[src/rtl/xmb_pkg.sv]
`timescale 1ns/1ps
package xmb_pkg;

  typedef enum logic [1:0] {
    KIND_FETCH  = 2'd0,
    KIND_DREAD  = 2'd1,
    KIND_DWRITE = 2'd2,
    KIND_RSVD   = 2'd3
  } req_kind_e;

  typedef enum logic [2:0] {
    PH_IDLE  = 3'd0,
    PH_ADDR  = 3'd1,
    PH_LATCH = 3'd2,
    PH_DATA  = 3'd3,
    PH_REL   = 3'd4,
    PH_INT   = 3'd5
  } phase_e;

  // A fetch that stays on chip: external-code input high and address in range.
  function automatic logic hits_internal(logic [1:0] kind, logic [31:0] addr,
                                         logic ea_n, int unsigned limit);
    return (kind == KIND_FETCH) && ea_n && (addr < limit);
  endfunction

  function automatic logic kind_reads(logic [1:0] kind);
    return kind != KIND_DWRITE;
  endfunction

endpackage

[src/rtl/xmb_seq.sv]
`timescale 1ns/1ps
module xmb_seq
  import xmb_pkg::*;
(
  input  logic   clk,
  input  logic   rst_n,
  input  logic   req_valid,
  input  logic   req_internal,
  output phase_e phase,
  output logic   accept,
  output logic   cyc_end
);

  phase_e phase_nx;

  assign accept  = req_valid && (phase == PH_IDLE);
  assign cyc_end = (phase == PH_REL) || (phase == PH_INT);

  always_comb begin
    phase_nx = phase;
    case (phase)
      PH_IDLE:  if (accept) phase_nx = req_internal ? PH_INT : PH_ADDR;
      PH_ADDR:  phase_nx = PH_LATCH;
      PH_LATCH: phase_nx = PH_DATA;
      PH_DATA:  phase_nx = PH_REL;
      PH_REL:   phase_nx = PH_IDLE;
      PH_INT:   phase_nx = PH_IDLE;
      default:  phase_nx = PH_IDLE;
    endcase
  end

  always_ff @(posedge clk or negedge rst_n) begin
    if (!rst_n) phase <= PH_IDLE;
    else        phase <= phase_nx;
  end

endmodule

[src/rtl/xmb_capture.sv]
`timescale 1ns/1ps
module xmb_capture
  import xmb_pkg::*;
#(
  parameter int ADDR_W = 16,
  parameter int DATA_W = 8
) (
  input  logic              clk,
  input  logic              rst_n,
  input  logic              accept,
  input  phase_e            phase,
  input  logic [1:0]        req_kind,
  input  logic [ADDR_W-1:0] req_addr,
  input  logic [DATA_W-1:0] req_wdata,
  input  logic [DATA_W-1:0] ad_in,
  output logic [1:0]        r_kind,
  output logic [ADDR_W-1:0] r_addr,
  output logic [DATA_W-1:0] r_wdata,
  output logic [DATA_W-1:0] rdata
);

  logic rd_sample;
  assign rd_sample = (phase == PH_DATA) && kind_reads(r_kind);

  always_ff @(posedge clk or negedge rst_n) begin
    if (!rst_n) begin
      r_kind  <= KIND_FETCH;
      r_addr  <= '0;
      r_wdata <= '0;
    end else if (accept) begin
      r_kind  <= req_kind;
      r_addr  <= req_addr;
      r_wdata <= req_wdata;
    end
  end

  always_ff @(posedge clk or negedge rst_n) begin
    if (!rst_n)         rdata <= '0;
    else if (rd_sample) rdata <= ad_in;
  end

endmodule

[src/rtl/xmb_pins.sv]
`timescale 1ns/1ps
module xmb_pins
  import xmb_pkg::*;
#(
  parameter int ADDR_W = 16,
  parameter int DATA_W = 8,
  localparam int HI_W  = ADDR_W - DATA_W
) (
  input  phase_e            phase,
  input  logic [1:0]        r_kind,
  input  logic [ADDR_W-1:0] r_addr,
  input  logic [DATA_W-1:0] r_wdata,
  output logic              ale,
  output logic [DATA_W-1:0] ad_out,
  output logic              ad_oe,
  output logic [HI_W-1:0]   addr_hi,
  output logic              psen_n,
  output logic              rd_n,
  output logic              wr_n,
  output logic              done
);

  logic is_wr;
  assign is_wr   = (r_kind == KIND_DWRITE);
  assign addr_hi = r_addr[ADDR_W-1:DATA_W];

  always_comb begin
    ale    = 1'b0;
    ad_oe  = 1'b0;
    ad_out = '0;
    psen_n = 1'b1;
    rd_n   = 1'b1;
    wr_n   = 1'b1;
    done   = 1'b0;
    case (phase)
      PH_ADDR: begin
        ale    = 1'b1;
        ad_oe  = 1'b1;
        ad_out = r_addr[DATA_W-1:0];
      end
      PH_LATCH: begin
        ad_oe  = 1'b1;
        ad_out = r_addr[DATA_W-1:0];
      end
      PH_DATA: begin
        ad_oe  = is_wr;
        ad_out = is_wr ? r_wdata : '0;
        psen_n = (r_kind != KIND_FETCH);
        rd_n   = !((r_kind == KIND_DREAD) || (r_kind == KIND_RSVD));
        wr_n   = !is_wr;
      end
      PH_REL: begin
        ad_oe  = is_wr;
        ad_out = is_wr ? r_wdata : '0;
        done   = 1'b1;
      end
      PH_INT:  done = 1'b1;
      default: ;
    endcase
  end

endmodule

[src/rtl/xmem_bus_unit.sv]
`timescale 1ns/1ps
module xmem_bus_unit
  import xmb_pkg::*;
#(
  parameter int ADDR_W        = 16,
  parameter int DATA_W        = 8,
  parameter int INT_CODE_SIZE = 4096,
  localparam int HI_W         = ADDR_W - DATA_W
) (
  input  logic              clk,
  input  logic              rst_n,
  input  logic              req_valid,
  input  logic [1:0]        req_kind,
  input  logic [ADDR_W-1:0] req_addr,
  input  logic [DATA_W-1:0] req_wdata,
  input  logic              ext_access_n,
  output logic [DATA_W-1:0] rdata,
  output logic              done,
  output logic [DATA_W-1:0] ad_out,
  output logic              ad_oe,
  input  logic [DATA_W-1:0] ad_in,
  output logic [HI_W-1:0]   addr_hi,
  output logic              ale,
  output logic              psen_n,
  output logic              rd_n,
  output logic              wr_n
);

  phase_e            phase;
  logic              accept;
  logic              cyc_end;
  logic              req_internal;
  logic [1:0]        r_kind;
  logic [ADDR_W-1:0] r_addr;
  logic [DATA_W-1:0] r_wdata;

  assign req_internal = hits_internal(req_kind, 32'(req_addr), ext_access_n,
                                      INT_CODE_SIZE);

  xmb_seq u_seq (
    .clk(clk), .rst_n(rst_n), .req_valid(req_valid),
    .req_internal(req_internal), .phase(phase), .accept(accept),
    .cyc_end(cyc_end)
  );

  xmb_capture #(.ADDR_W(ADDR_W), .DATA_W(DATA_W)) u_cap (
    .clk(clk), .rst_n(rst_n), .accept(accept), .phase(phase),
    .req_kind(req_kind), .req_addr(req_addr), .req_wdata(req_wdata),
    .ad_in(ad_in), .r_kind(r_kind), .r_addr(r_addr), .r_wdata(r_wdata),
    .rdata(rdata)
  );

  logic done_w;

  xmb_pins #(.ADDR_W(ADDR_W), .DATA_W(DATA_W)) u_pins (
    .phase(phase), .r_kind(r_kind), .r_addr(r_addr), .r_wdata(r_wdata),
    .ale(ale), .ad_out(ad_out), .ad_oe(ad_oe), .addr_hi(addr_hi),
    .psen_n(psen_n), .rd_n(rd_n), .wr_n(wr_n), .done(done_w)
  );

  assign done = done_w && cyc_end;

endmodule

[config.mk]
export PLATFORM = sky130hd
export DESIGN_NAME = xmem_bus_unit
export DESIGN_NICKNAME = d
export VERILOG_FILES = /design/src/rtl/xmb_pkg.sv /design/src/rtl/xmb_seq.sv /design/src/rtl/xmb_capture.sv /design/src/rtl/xmb_pins.sv /design/src/rtl/xmem_bus_unit.sv
export SDC_FILE = /design/constraint.sdc
export NUM_CORES = 1
export LEC_CHECK = 0
export BUFFER_PORTS_ARGS = -buffer_cell sky130_fd_sc_hd__clkbuf_2
export CORE_MARGIN = 5
export CORE_UTILIZATION = 45
export DETAILED_ROUTE_END_ITERATION = 10
export GPL_TIMING_DRIVEN = 0
export PLACE_DENSITY = 0.75
export SLEW_MARGIN = 20
export SYNTH_ARGS = -nofsm -noshare
export SYNTH_HDL_FRONTEND = slang
export SYNTH_HIERARCHICAL = 1
export SYNTH_SLANG_ARGS = --single-unit
[constraint.sdc]
create_clock -name clk -period 2.4 [get_ports clk]
set_clock_uncertainty 0.15 [all_clocks]
set_input_delay 0.48 -clock clk [delete_from_list [all_inputs] [get_ports clk]]
set_output_delay 0.48 -clock clk [all_outputs]
set_load 0.01 [all_outputs]
[Word-level counts from Yosys, hierarchy flattened]
Cells that the tools add are included.
Word-level totals
  flip-flop bits (word level): 37
  output and inout bits: 30
Operators by class
  magnitude comparators: 1
  equal/unequal tests: 10
  muxes and demuxes: 11
  reduce and logical (&&, ||, !) cells: 15
Operators by type and width (number)
  $lt A16 B13 Y1 const B: 1
  $pmux W8 S2: 1
  $pmux W3 S4: 1
  $mux W8: 1
  $eq A3 B2 Y1 const B: 2
  $eq A3 B3 Y1 const B: 2
  $mux W3: 2
  $reduce_or A2 Y1: 3
  $logic_and A1 B1 Y1: 5
  $mux W1: 5
  $eq A2 B2 Y1 const B: 2
  $ne A2 B2 Y1 const B: 2
  $eq A3 B1 Y1 const B: 1
  $logic_not A3 Y1: 1
  $eq A2 B1 Y1 const B: 1
  $logic_not A1 Y1: 2
  $logic_not A2 Y1: 1
  $logic_or A1 B1 Y1: 2
  $pmux W1 S2: 1
  $reduce_bool A2 Y1: 1

[Logic depth before layout (Yosys ltp)]
  depth after elaboration: 6
  gate-level depth with buffers: 4
  depth with buffers taken out: 4

[Hierarchy]
Netlist, hierarchy kept.
Modules (own cells, without submodules)
  xmb_capture: times used 1, cells an instance 74, area an instance 1282.5 um^2
  xmb_pins: times used 1, cells an instance 29, area an instance 226.5 um^2
  xmb_seq: times used 1, cells an instance 12, area an instance 133.9 um^2
  xmem_bus_unit: times used 1, cells an instance 3, area an instance 28.8 um^2

[Least setup slack after synthesis]
No wires, ideal clock.
  path kind: register -> output
  start point: reg u_seq.phase[2]
  end point: out ad_out[0]
  arrival: 1.354 ns
  data required time: 1.770 ns
  setup slack: 0.416 ns
  stages on the path, launching flop included: 4
  path through: dfrtp_1 or3b_4 a21oi_4 a22o_1
On the way
  word-level cells in the longest chain between the ends: 3
  elaborated cells on any way between the ends: 7
  those cells by class: 4 x eq/ne; 1 x mux; 2 x reduce/logical
RTL lines
  from (decl): RTL line xmb_seq.sv:9  | output phase_e phase,
  from (signal assigned): RTL line xmb_seq.sv:34  | else phase <= phase_nx;
  $eq A3 B2 Y1, or another cell as far along: RTL line xmb_pins.sv:35  | case (phase)
  $reduce_or A2 Y1 (no source line)
  $pmux W8 S2 *: RTL line xmb_pins.sv:35
  to (decl): RTL line xmem_bus_unit.sv:19  | output logic [DATA_W-1:0] ad_out,
Every way passes the cells marked *; elsewhere a longest branch is shown, timed or not.

[Worst setup path in the final report]
  start point: reg u_seq.phase[0]
  end point: out ad_out[5]
Same word-level chain as after synthesis.

==> results.cfg <==
[run_status]
outcome = complete, no violations

[critical_path]
path_cells = or3b_4, a21oi_4, a22o_1, clkbuf_2
cpMaxStageDelayCell = dfrtp_2
cp_max_fo = 6
worst-path-stages = 4
arrival_ps = 1690
rr_startpoint = u_seq/phase[2]$_DFFE_PN0P_
crit_path_end_kind = output port
critical_path_buf_inv_count = 1
cp-startpoint = u_seq/phase[0]$_DFFE_PN0P_
critPathTopFamily = flip-flops
reg2reg_depth = 5
crit_type = reg2out
max_stage_delay_ps = 440
cp-start-kind = flop
required_ps = 1770

[synth]
ys_warn_count = 6
syn_avg_cell_area_um2 = 14.17
postSynthNetCount = 156
synth-edff-count = 0
postSynth.asyncResetShare_pct = 100.0
synth_top_area_share_pct = 55.39
yosysUniqueCellTypes = 27
ys_seq_area_share_pct = 55.39
syn_inst = 118
yosys-top-cells-count = dfrtp_1, mux2_2, a22o_1, buf_4, nor2_1
ys_ff_latch = 37
syn-cell-area_mm2 = 0.001672
synth_top_cell_by_area = dfrtp_1
synth_flop_cell = dfrtp_1
synthTopCellsByArea = dfrtp_1, mux2_2, a22o_1
yosysMostFrequentCell = dfrtp_1

[cts]
clk_pin_slew_ps = 70
cts-root-buf = clkbuf_8
htree_levels = 2
clock_latency_ps = 280
cts_tree = yes
cts_sinks = 37
clk_path_buf_depth = 2
cts_buffers = 5

[cells_and_area]
layoutNonFillerInstCount = 252
fillers = 303
multi_input_area_um2 = 689.4
final-seq-area_um2 = 929.6
drive_gt1_share_pct = 69.12
area_delta_synth_final_pct = 35.25
diodes = 0
final_nets = 241
fin_util_pct = 62.22

[power_and_ir_drop]
total_power_mw = 3.204
power_density_mw_per_mm2 = 1417
leakagePower_nw = 1.097
vdd_drop_max_mv = 0.6011

[routing]
wl_per_cell_um = 14.64
vias = 1248
drt-initial-drc-count = 51
ant_nets = 0
wl_um = 3689
first_pass_iters = 4
dr_wl_met2_um = 1952
highest_layer = met4
wl_met1_um = 1474
route.detailed.drc = 0
viasPerCell = 4.952
dr_wl_met3_um = 189

[timing]
setup_violations = 0
timing.final.hold_violations = 0
worstMarginPinSlew_ps = 889.4
slew_viol_final = 0
max_freq_ghz = 0.4302
tns_ps = 0
grt_setup_unrepaired = no
whs_ps = 166.6
finalCriticalPeriod_ps = 2324
slew_headroom_pct = 40.71
fin_crit_sh_pct = 96.85

[min_path]
hp-class = in2async

[floorplan]
die_w_um = 70.95
core-area_mm2 = 0.003633
dieHeight_um = 70.95
start_util_pct = 46.01
die-area_mm2 = 0.005034
ios = 68
fp-row-count = 22

[global_routing]
antenna_found_initial = 0
grt_max_degree = 38
grt_pass1_vias = 1322
groute.usage.overall_pct = 15.66
grt_pass1_wl_um = 6154
grt_overflow = 0

[placement]
dpl.cell_count = 233
dp.final_hpwl_um = 2793
place.port_buffers = 67
globalplace.congestion = 0.7658

[run]
cap_violations = 0
==> routing by layer <==
layer | track usage, % | vias to the layer above
met5 | 0 | -
met4 | 7.724 | 0
met3 | 4.688 | 8
met2 | 25.95 | 37
met1 | 18.48 | 613
li1 | - | 590
==> cells in the final DEF (no fill, tap or decap), drive strengths merged, types with 2 or more instances in the layout <==
cell type / n
a21oi: 3
a22o: 8
buf: 19
clkbuf: 76
dfrtp: 37
mux2: 34
nand2: 3
nor2: 4
nor2b: 2
nor3: 2
xnor2: 2
==> flip-flops by register name (all words and copies together), names as in the netlist <==
name           count
u_cap/r_addr      16
u_cap/r_kind       2
u_cap/rdata        8
u_seq/phase        3
u_cap/r_wdata      8
==> stage by stage <==
| stage | worst slack (ps) | instance area (um^2) |
|---|---|---|
| floorplan | 416.4 | 1672 |
| global placement | 206.5 | 2067 |
| detailed placement | 175.2 | 2067 |
| CTS | 1.586 | 2181 |
| global route | 0.2462 | 2261 |
| finish | 75.56 | 2261 |
==> power breakdown <==
part	leakage (nW)	total, mW	internal (mW)	switching, mW
combinational	0.607	1.58	0.878	0.701
clock	0.0542	0.459	0.259	0.200
sequential	0.435	1.17	0.952	0.214
==> kinds of logic (layout without fill, tap and decap cells) <==
logic type	after synthesis	count (layout)	synth area share, %
DFF	37	37	55.39
and+or+nand+nor	24	24	10.70
xor gates and xnor gates	2	2	1.048
muxes	34	34	22.90
AOI/OAI and AO/OA	10	11	5.464
buffers and inverters	11	96	4.491
==> final timing paths <==
path,slack (ps),end
setup / recovery,80,ad_out[5]
hold / removal,170,u_cap/rdata[3]$_DFFE_PN0P_
setup reg to reg,350,u_cap/r_wdata[3]$_DFFE_PN0P_
hold reg to reg,360,u_cap/r_addr[6]$_DFFE_PN0P_
max in group asynchronous,1330,u_seq/phase[1]$_DFFE_PN0P_
min in group clk,280,u_cap/rdata[5]$_DFFE_PN0P_
==> final cells by class <==
type | instances | share of cell area [%]
clock buffers | 7 | 4.261
repair buffers | 77 | 17.93
multi-input cells | 71 | 30.49
clock inverters | 1 | 0.2214
flip-flops and latches | 37 | 41.12
plain buffers | 11 | 3.320
well taps | 48 | 2.656
==> what timing repair did <==
item,4_1_cts,5_1_grt
pin swaps,1,1
hold buffers,0,0
resized for setup,3,2
setup endpoints to repair,9,9
gates cloned,1,0
buffers inserted,0,10
hold endpoints to repair,0,0
Power figures use the tool's default switching activity.
